[src/rtl/pp_unlock_pkg.sv]
package pp_unlock_pkg;

  localparam int PRE_LEN = 6;
  localparam int IDX_W   = $clog2(PRE_LEN);

  localparam logic [3:0] CTL_REST   = 4'h4;
  localparam logic [3:0] CTL_ARM    = 4'hC;
  localparam logic [3:0] CTL_STROBE = 4'h5;
  localparam logic [7:0] BUS_PARK   = 8'hFF;
  localparam logic [7:0] CMD_OPEN   = 8'hE0;
  localparam logic [7:0] CMD_CLOSE  = 8'h30;

  typedef enum logic [2:0] {
    ST_IDLE,
    ST_ARM,
    ST_PRE,
    ST_CMD,
    ST_STB
  } seq_st_e;

  // expected data value for preamble slot idx
  function automatic logic [7:0] pre_byte(input logic [IDX_W-1:0] idx);
    case (idx)
      3'd0:    pre_byte = 8'hAA;
      3'd1:    pre_byte = 8'h55;
      3'd2:    pre_byte = 8'h00;
      3'd3:    pre_byte = 8'hFF;
      3'd4:    pre_byte = 8'h87;
      default: pre_byte = 8'h78;
    endcase
  endfunction

endpackage

[src/rtl/pp_sync.sv]
module pp_sync #(
  parameter int             W      = 8,
  parameter int             STAGES = 2,
  parameter logic [W-1:0]   INIT   = '0
) (
  input  logic         clk,
  input  logic         rst_n,
  input  logic [W-1:0] din,
  output logic [W-1:0] dout,
  output logic [W-1:0] dprev
);

  logic [STAGES:0][W-1:0] stg;

  always_ff @(posedge clk or negedge rst_n) begin
    if (!rst_n) stg <= {(STAGES+1){INIT}};
    else        stg <= {stg[STAGES-1:0], din};
  end

  assign dout  = stg[STAGES-1];
  assign dprev = stg[STAGES];

endmodule

[src/rtl/pp_seq_fsm.sv]
module pp_seq_fsm
  import pp_unlock_pkg::*;
(
  input  logic       clk,
  input  logic       rst_n,
  input  logic [7:0] bus,
  input  logic [3:0] ctl,
  input  logic       bus_chg,
  input  logic       ctl_chg,
  output logic       fire_open,
  output logic       fire_close,
  output logic       seq_abort
);

  localparam logic [IDX_W-1:0] IDX_LAST = IDX_W'(PRE_LEN - 1);

  seq_st_e          st, st_n;
  logic [IDX_W-1:0] idx, idx_n;
  logic [7:0]       cmd_q, cmd_n;

  always_comb begin
    st_n       = st;
    idx_n      = idx;
    cmd_n      = cmd_q;
    fire_open  = 1'b0;
    fire_close = 1'b0;
    seq_abort  = 1'b0;
    case (st)
      ST_IDLE: begin
        if (ctl_chg && ctl == CTL_ARM && bus == BUS_PARK) st_n = ST_ARM;
      end
      ST_ARM: begin
        if (ctl_chg) begin
          if (ctl == CTL_REST && bus == BUS_PARK) begin
            st_n  = ST_PRE;
            idx_n = '0;
          end else seq_abort = 1'b1;
        end else if (bus_chg) seq_abort = 1'b1;
      end
      ST_PRE: begin
        if (ctl_chg) seq_abort = 1'b1;
        else if (bus_chg) begin
          if (bus == pre_byte(idx)) begin
            if (idx == IDX_LAST) st_n = ST_CMD;
            else                 idx_n = idx + 1'b1;
          end else seq_abort = 1'b1;
        end
      end
      ST_CMD: begin
        if (ctl_chg) begin
          if (ctl == CTL_STROBE) begin
            cmd_n = bus;
            st_n  = ST_STB;
          end else seq_abort = 1'b1;
        end
      end
      ST_STB: begin
        if (ctl_chg) begin
          if (ctl == CTL_REST) begin
            fire_open  = (cmd_q == CMD_OPEN);
            fire_close = (cmd_q == CMD_CLOSE);
            st_n       = ST_IDLE;
          end else seq_abort = 1'b1;
        end
      end
      default: st_n = ST_IDLE;
    endcase
    if (seq_abort) st_n = ST_IDLE;
  end

  always_ff @(posedge clk or negedge rst_n) begin
    if (!rst_n) begin
      st    <= ST_IDLE;
      idx   <= '0;
      cmd_q <= '0;
    end else begin
      st    <= st_n;
      idx   <= idx_n;
      cmd_q <= cmd_n;
    end
  end

endmodule

[src/rtl/pp_link_out.sv]
module pp_link_out (
  input  logic clk,
  input  logic rst_n,
  input  logic fire_open,
  input  logic fire_close,
  output logic linked_o,
  output logic cmd_stb_o
);

  always_ff @(posedge clk or negedge rst_n) begin
    if (!rst_n) begin
      linked_o  <= 1'b0;
      cmd_stb_o <= 1'b0;
    end else begin
      if (fire_open)       linked_o <= 1'b1;
      else if (fire_close) linked_o <= 1'b0;
      cmd_stb_o <= fire_open | fire_close;
    end
  end

endmodule

[src/rtl/pp_unlock_detect.sv]
module pp_unlock_detect #(
  parameter int SYNC_STAGES = 2
) (
  input  logic       clk,
  input  logic       rst_n,
  input  logic [7:0] pp_data_i,
  input  logic [3:0] pp_ctl_i,
  output logic       linked_o,
  output logic       cmd_stb_o
);
  import pp_unlock_pkg::*;

  logic [7:0] bus_s, bus_p;
  logic [3:0] ctl_s, ctl_p;
  logic       bus_chg, ctl_chg;
  logic       fire_open, fire_close, seq_abort;

  pp_sync #(.W(8), .STAGES(SYNC_STAGES), .INIT(BUS_PARK)) u_bus_sync (
    .clk(clk), .rst_n(rst_n), .din(pp_data_i), .dout(bus_s), .dprev(bus_p)
  );

  pp_sync #(.W(4), .STAGES(SYNC_STAGES), .INIT(CTL_REST)) u_ctl_sync (
    .clk(clk), .rst_n(rst_n), .din(pp_ctl_i), .dout(ctl_s), .dprev(ctl_p)
  );

  assign bus_chg = (bus_s != bus_p);
  assign ctl_chg = (ctl_s != ctl_p);

  pp_seq_fsm u_fsm (
    .clk(clk), .rst_n(rst_n), .bus(bus_s), .ctl(ctl_s),
    .bus_chg(bus_chg), .ctl_chg(ctl_chg),
    .fire_open(fire_open), .fire_close(fire_close), .seq_abort(seq_abort)
  );

  pp_link_out u_out (
    .clk(clk), .rst_n(rst_n), .fire_open(fire_open), .fire_close(fire_close),
    .linked_o(linked_o), .cmd_stb_o(cmd_stb_o)
  );

endmodule

[config.mk]
export PLATFORM = sky130hd
export DESIGN_NAME = pp_unlock_detect
export DESIGN_NICKNAME = d
export VERILOG_FILES = /design/src/rtl/pp_unlock_pkg.sv /design/src/rtl/pp_sync.sv /design/src/rtl/pp_seq_fsm.sv /design/src/rtl/pp_link_out.sv /design/src/rtl/pp_unlock_detect.sv
export SDC_FILE = /design/constraint.sdc
export NUM_CORES = 1
export LEC_CHECK = 0
export ABC_AREA = 1
export CAP_MARGIN = 20
export CORE_UTILIZATION = 33
export CTS_CLUSTER_DIAMETER = 60
export CTS_CLUSTER_SIZE = 12
export DETAILED_ROUTE_END_ITERATION = 12
export PLACE_DENSITY = 0.61
export REMOVE_ABC_BUFFERS = 1
export SLEW_MARGIN = 40
export SYNTH_ARGS = -nofsm -noshare
export SYNTH_HDL_FRONTEND = slang
export SYNTH_SLANG_ARGS = --single-unit
[constraint.sdc]
create_clock -name clk -period 3.9 [get_ports clk]
set_input_delay 1.17 -clock clk [delete_from_list [all_inputs] [get_ports clk]]
set_output_delay 1.17 -clock clk [all_outputs]
set_load 0.03 [all_outputs]
# --- Word level (Yosys, flattened, before mapping) ---
# Cells that the tools add are included.
# W data, S select, Z words.
totals:
  in_bits: 14
  latchBits: 0
  romBits: 0
  n_memories: 0
  reg_bits: 52
  ram_bits: 0
op_classes:
  n_div: 0
  n_addsub: 1
  mux: 43
  bitwise_logic: 1
  reduce_logical: 10
  eq_ne: 35
  order_cmp: 0
  mul: 0
  shifts: 0
ops:
  columns: ["cell", "count"]
  rows:
  - ["$mux W3", 18]
  - ["$pmux W8 S5", 1]
  - ["$ne A3 B2 Y1 const B", 9]
  - ["$mux W8", 3]
  - ["$mux W1", 18]
  - ["$eq A8 B8 Y1 const B", 2]
  - ["$pmux W3 S5", 1]
  - ["$eq A3 B2 Y1 const B", 4]
  - ["$reduce_and A11 Y1", 1]
  - ["$eq A3 B3 Y1 const B", 3]
  - ["$eq A4 B3 Y1 const B", 2]
  - ["$eq A8 B6 Y1 const B", 1]
  - ["$eq A8 B8 Y1", 1]
  - ["$ne A8 B8 Y1", 1]
  - ["$reduce_and A7 Y1", 1]
  - ["$eq A3 B1 Y1 const B", 2]
  - ["$logic_not A3 Y1", 2]
  - ["$ne A2 B1 Y1 const B", 3]
  - ["$ne A2 B2 Y1 const B", 3]
  - ["$ne A3 B3 Y1 const B", 2]
  - ["$pmux W3 S2", 1]
  - ["$eq A4 B4 Y1 const B", 1]
  - ["$ne A4 B4 Y1", 1]
  - ["$pmux W1 S4", 1]
  - ["5 further kinds", 8]

# --- Longest topological paths before layout ---
depth:
  ltp_word: 12
  ltp_mapped: 14

# --- Hierarchy ---
# Synthesis repeated with hierarchy kept, for this count alone.
unflattened:
  hier_cells: 268
  area_unflattened_um2: 2538.7
modules_own_cells:
  columns: ["mod", "instances", "cells_each", "area_per_inst_um2"]
  rows:
  - ["pp_seq_fsm", 1, 169, 1187.4]
  - ["pp_sync (u_bus_sync)", 1, 40, 750.7]
  - ["pp_sync (u_ctl_sync)", 1, 20, 364.1]
  - ["pp_unlock_detect", 1, 32, 167.7]
  - ["pp_link_out", 1, 7, 68.8]

# --- Worst setup path before layout ---
# No wires, ideal clock.
synth_path:
  path_type: "register -> register"
  start: "register u_fsm.idx[0] (netlist name)"
  end: "register u_fsm.cmd_q[6]"
  path_stages_with_launch: 14
  path_buffers: 1
  required_time_ns: 3.783
  slack_ns: 1.938
  arrival_time_ns: 1.845
  period_less_slack_ns: 1.962
  setup_ns: 0.117
  path_cell_list: "dfrtp_1 -> ha_1 -> ha_1 -> a21oi_2 -> nand2_2 -> nand2_1 -> nand2_1 -> nor2_1 -> nand3_2 -> nand2_4 -> nand3_4 -> buf_6 -> nand2_2 -> o21ai_2"
synth_rtl:
  columns: ["element", "line_no", "text"]
  rows:
  - ["end signal: assignment", "pp_seq_fsm.sv:79", "cmd_q <= cmd_n;"]
  - ["end: declaration", "pp_seq_fsm.sv:19", "logic [7:0] cmd_q, cmd_n;"]

# --- Worst setup path in the final report ---
layout_path:
  start: "register u_out.linked_o"
  end: "output linked_o"
layout_rtl:
  columns: ["element", "line_no", "text"]
  rows:
  - ["start: declaration", "pp_link_out.sv:6", "output logic linked_o,"]
  - ["start signal: assignment", "pp_link_out.sv:12", "linked_o <= 1'b0;"]
  - ["start signal: assignment", "pp_link_out.sv:15", "if (fire_open) linked_o <= 1'b1;"]
  - ["start signal: assignment", "pp_link_out.sv:16", "else if (fire_close) linked_o <= 1'b0;"]
  - ["end: declaration", "pp_unlock_detect.sv:8", "output logic linked_o,"]
# No word-level cell between the ends.

==> impl_metrics.toml <==
[status]
status = "complete, no violations"

[placed_design]
globalplace.congestion = 0.842
port_buffers = 15
hpwl_um = 2760

[clock_tree]
cts_max_path_buffers = 2
htree_levels = 2
cts_buffers = 5
cts_root_buffer = "clkbuf_8"
clkTransAtPathRegs_ns = 0.09
cts_setup_buffers = 0
worstSkewPairLatency_ns = 0.29
clock_sinks = 52
cts_tree = "done"
post_cts_resized = 0
cts_hold_buf = 0

[finish]
drive_gt1_share_pct = 24.5
n_antenna_cell = 0
fin_nets = 287
fin_util_pct = 39.9
syn_to_final_growth_pct = 15.8
nFillCells = 678

[grt]
grt_max_degree = 48
grtUsageTotal_pct = 11.1
grt_pass1_wl_um = 6540
grt_overflow = 0
antenna_found_initial = 0
grt_pass1_vias = 1431

[timing]
drv_slew = 0
clock.fmax_mhz = 403
worstMarginPinSlew_ns = 0.580
setup_viol = 0
skew_ns = 0.00872
period_minus_slack_ns = 2.48
rsz0062_at_grt = "false"
slew_headroom_pct = 61.3
finalCritPeriodShare_pct = 63.6
finalHoldViolCount = 0
fin_tns_setup_ns = 0

[pwr]
p_sw_share_pct = 31.2
internal_power_mw = 0.925
p_clk_share_pct = 26.1
pwr-share-comb_pct = 26.7
p_per_area_nw_per_um2 = 494
leakage_nw = 1.25
peakVddDrop_mv = 0.299
total_power_mw = 1.34
p_seq_share_pct = 47.2
switching_power_mw = 0.420

[worst_setup_path]
crit_path_max_incr_delay_ns = 0.67
crit_chain = "clkdlybuf4s50_1"
critPathKind = "register to primary output"
cp-start-kind = "register"
worst_setup_path_end_kind = "primary output"
reg2reg_slack_ns = 1.78
crit_slowest_cell = "clkdlybuf4s50_1"
crit_family = "buffers and inverters"
worstSetupEndpoint = "linked_o"
startpoint = "u_out.linked_o"
rr_endpoint = "u_fsm.cmd_q[7]"
worst_r2r_path_depth = 12
required_ns = 2.73
arrival_ns = 1.31
crit_cells = 1
reg2reg_from = "u_fsm.idx[0]"
crit_buf_inv = 1
worst-path-max-fanout = 2

[detailed_routing]
final_antenna_net_count = 0
drt_iter0_drc = 77
wire_per_inst_um = 10.2
wl_um = 3710
first_pass_iters = 4
via_count = 1571
post-route-drc-count = 0
via_per_inst = 4.30

[die]
fp-row-count = 30
ios = 16
start_util_pct = 34.4
die_h_um = 86.4
core_um2 = 6830
die_width_um = 86.4
die-area_um2 = 7470

[worst_hold_path]
hp-class = "register to register"

[synthesis]
synth.distinct_cells = 31
ys_seq_area_share_pct = 56.8
synth_top_area_cell = "dfstp_2"
ys_seq_elements = 52
syn_avg_cell_area_um2 = 9.56
syn_area_um2 = 2350
ys_warn_count = 0
postSynthCellCount = 246
synth_area_leaders = "dfstp_2 (30%), dfrtp_1 (27%), nand2_1 (11%), inv_1 (4.0%), nand3_1 (3.4%)"
synth_top_area_share_pct = 30.2

[run]
cap_violations = 0
-- through the flow --
step | area, µm² | instances | hold WS, ns | setup WS, ns
after global placement | 2610 | 357 | 0.335 | 1.72
after floorplan | 2340 | 245 | 0.331 | 1.94
after global routing | 2720 | 365 | 0.363 | 1.36
after CTS | 2720 | 365 | 0.360 | 1.39
after detailed placement | 2620 | 357 | 0.344 | 1.72
final | 2720 | 365 | 0.359 | 1.42
-- Yosys cell counts, drive strengths merged --
master  instances
a21o            1
a21oi           4
buf             1
dfrtp          25
dfstp          27
ha              5
inv            30
nand2          78
nand3          18
nand3b          2
nand4           3
nor2           24
nor3            3
nor4            1
o21ai          14
or2             1
xnor2           8
xor2            1
-- cell type report --
cell class	instances	area [µm²]	area share, %
Sequential cell	52	1340	49.0
Multi-Input combinational cell	163	892	32.8
Timing Repair Buffer	16	155	5.70
Tap cell	96	120	4.41
Inverter	30	113	4.14
Clock buffer	6	72.6	2.67
Clock inverter	2	35.0	1.29
-- worst reg2reg max path, delay by kind of cell, from the launching register on --
kind                       cells  cell delay [ns]
and+or+nand+nor                8             0.85
adders and majority gates      2             0.52
DFF                            1             0.44
AOI/OAI and AO/OA              2             0.20
-- flip-flops by register name (all words and copies together) (netlist names) --
signal	cells
u_ctl_sync.dout	4
u_bus_sync.dout	8
u_out.linked_o	1
u_fsm.cmd_q	8
u_out.cmd_stb_o	1
u_ctl_sync.dprev	4
u_ctl_sync.stg	4
u_fsm.st	3
u_bus_sync.stg	8
u_bus_sync.dprev	8
u_fsm.idx	3
-- worst min-delay path by stage --
| stage | slack [ns] | endpoint | startpoint | cells past startpoint |
|---|---|---|---|---|
| 2_1_floorplan | 0.33 | u_ctl_sync.dout[0] | u_ctl_sync.stg[0] | 0 |
| 3_3_place_gp | 0.33 | u_ctl_sync.dout[3] | u_ctl_sync.stg[3] | 0 |
| 3_5_place_dp | 0.34 | u_ctl_sync.dout[3] | u_ctl_sync.stg[3] | 0 |
| 4_1_cts | 0.36 | u_bus_sync.dout[5] | u_bus_sync.stg[5] | 0 |
| 5_1_grt | 0.36 | u_bus_sync.dout[2] | u_bus_sync.stg[2] | 0 |
| 6_report | 0.36 | u_bus_sync.dout[6] | u_bus_sync.stg[6] | 0 |
-- power groups by stage --
stage,combinational (mW),clock (mW),sequential (mW)
after detailed placement,0.360,0,0.645
final,0.359,0.350,0.635
after CTS,0.361,0.364,0.635
after global placement,0.356,0,0.643
after global routing,0.405,0.383,0.642
after floorplan,0.285,0,0.636
-- routing by layer --
| metal | share of wire (%) | GRT usage (%) |
|---|---|---|
| met4 | 0.46 | 1.82 |
| met2 | 46 | 17.5 |
| met1 | 50 | 15.8 |
| met5 | 0 | 0 |
| met3 | 2.8 | 2.86 |
-- logic make-up after synthesis --
logic type	share of synthesized area (%)
AND/OR/NAND/NOR	25.5
XOR/XNOR	3.35
buffers and inverters	5.27
adder cells (fa/ha/maj)	2.66
AO/OA/AOI/OAI	6.39
flip-flops	56.8
-- placed cells by master (no fill, tap or decap) --
cell / count
a21o_1: 1
a21oi_1: 1
a21oi_2: 2
a21oi_4: 1
buf_4: 2
bufinv_16: 1
clkbuf_1: 1
clkbuf_8: 5
clkdlybuf4s50_1: 14
clkinv_2: 1
dfrtp_1: 25
dfstp_2: 27
ha_1: 5
inv_1: 25
inv_2: 5
nand2_1: 72
nand2_2: 5
nand2_4: 1
nand3_1: 16
nand3_2: 1
nand3_4: 1
nand3b_1: 2
nand4_1: 3
nor2_1: 21
nor2_2: 2
nor2_4: 1
nor3_1: 1
nor3_2: 1
nor3_4: 1
nor4_1: 1
o21ai_0: 3
o21ai_1: 2
o21ai_2: 9
or2_1: 1
xnor2_1: 8
xor2_1: 1
Power figures use the tool's default switching activity.
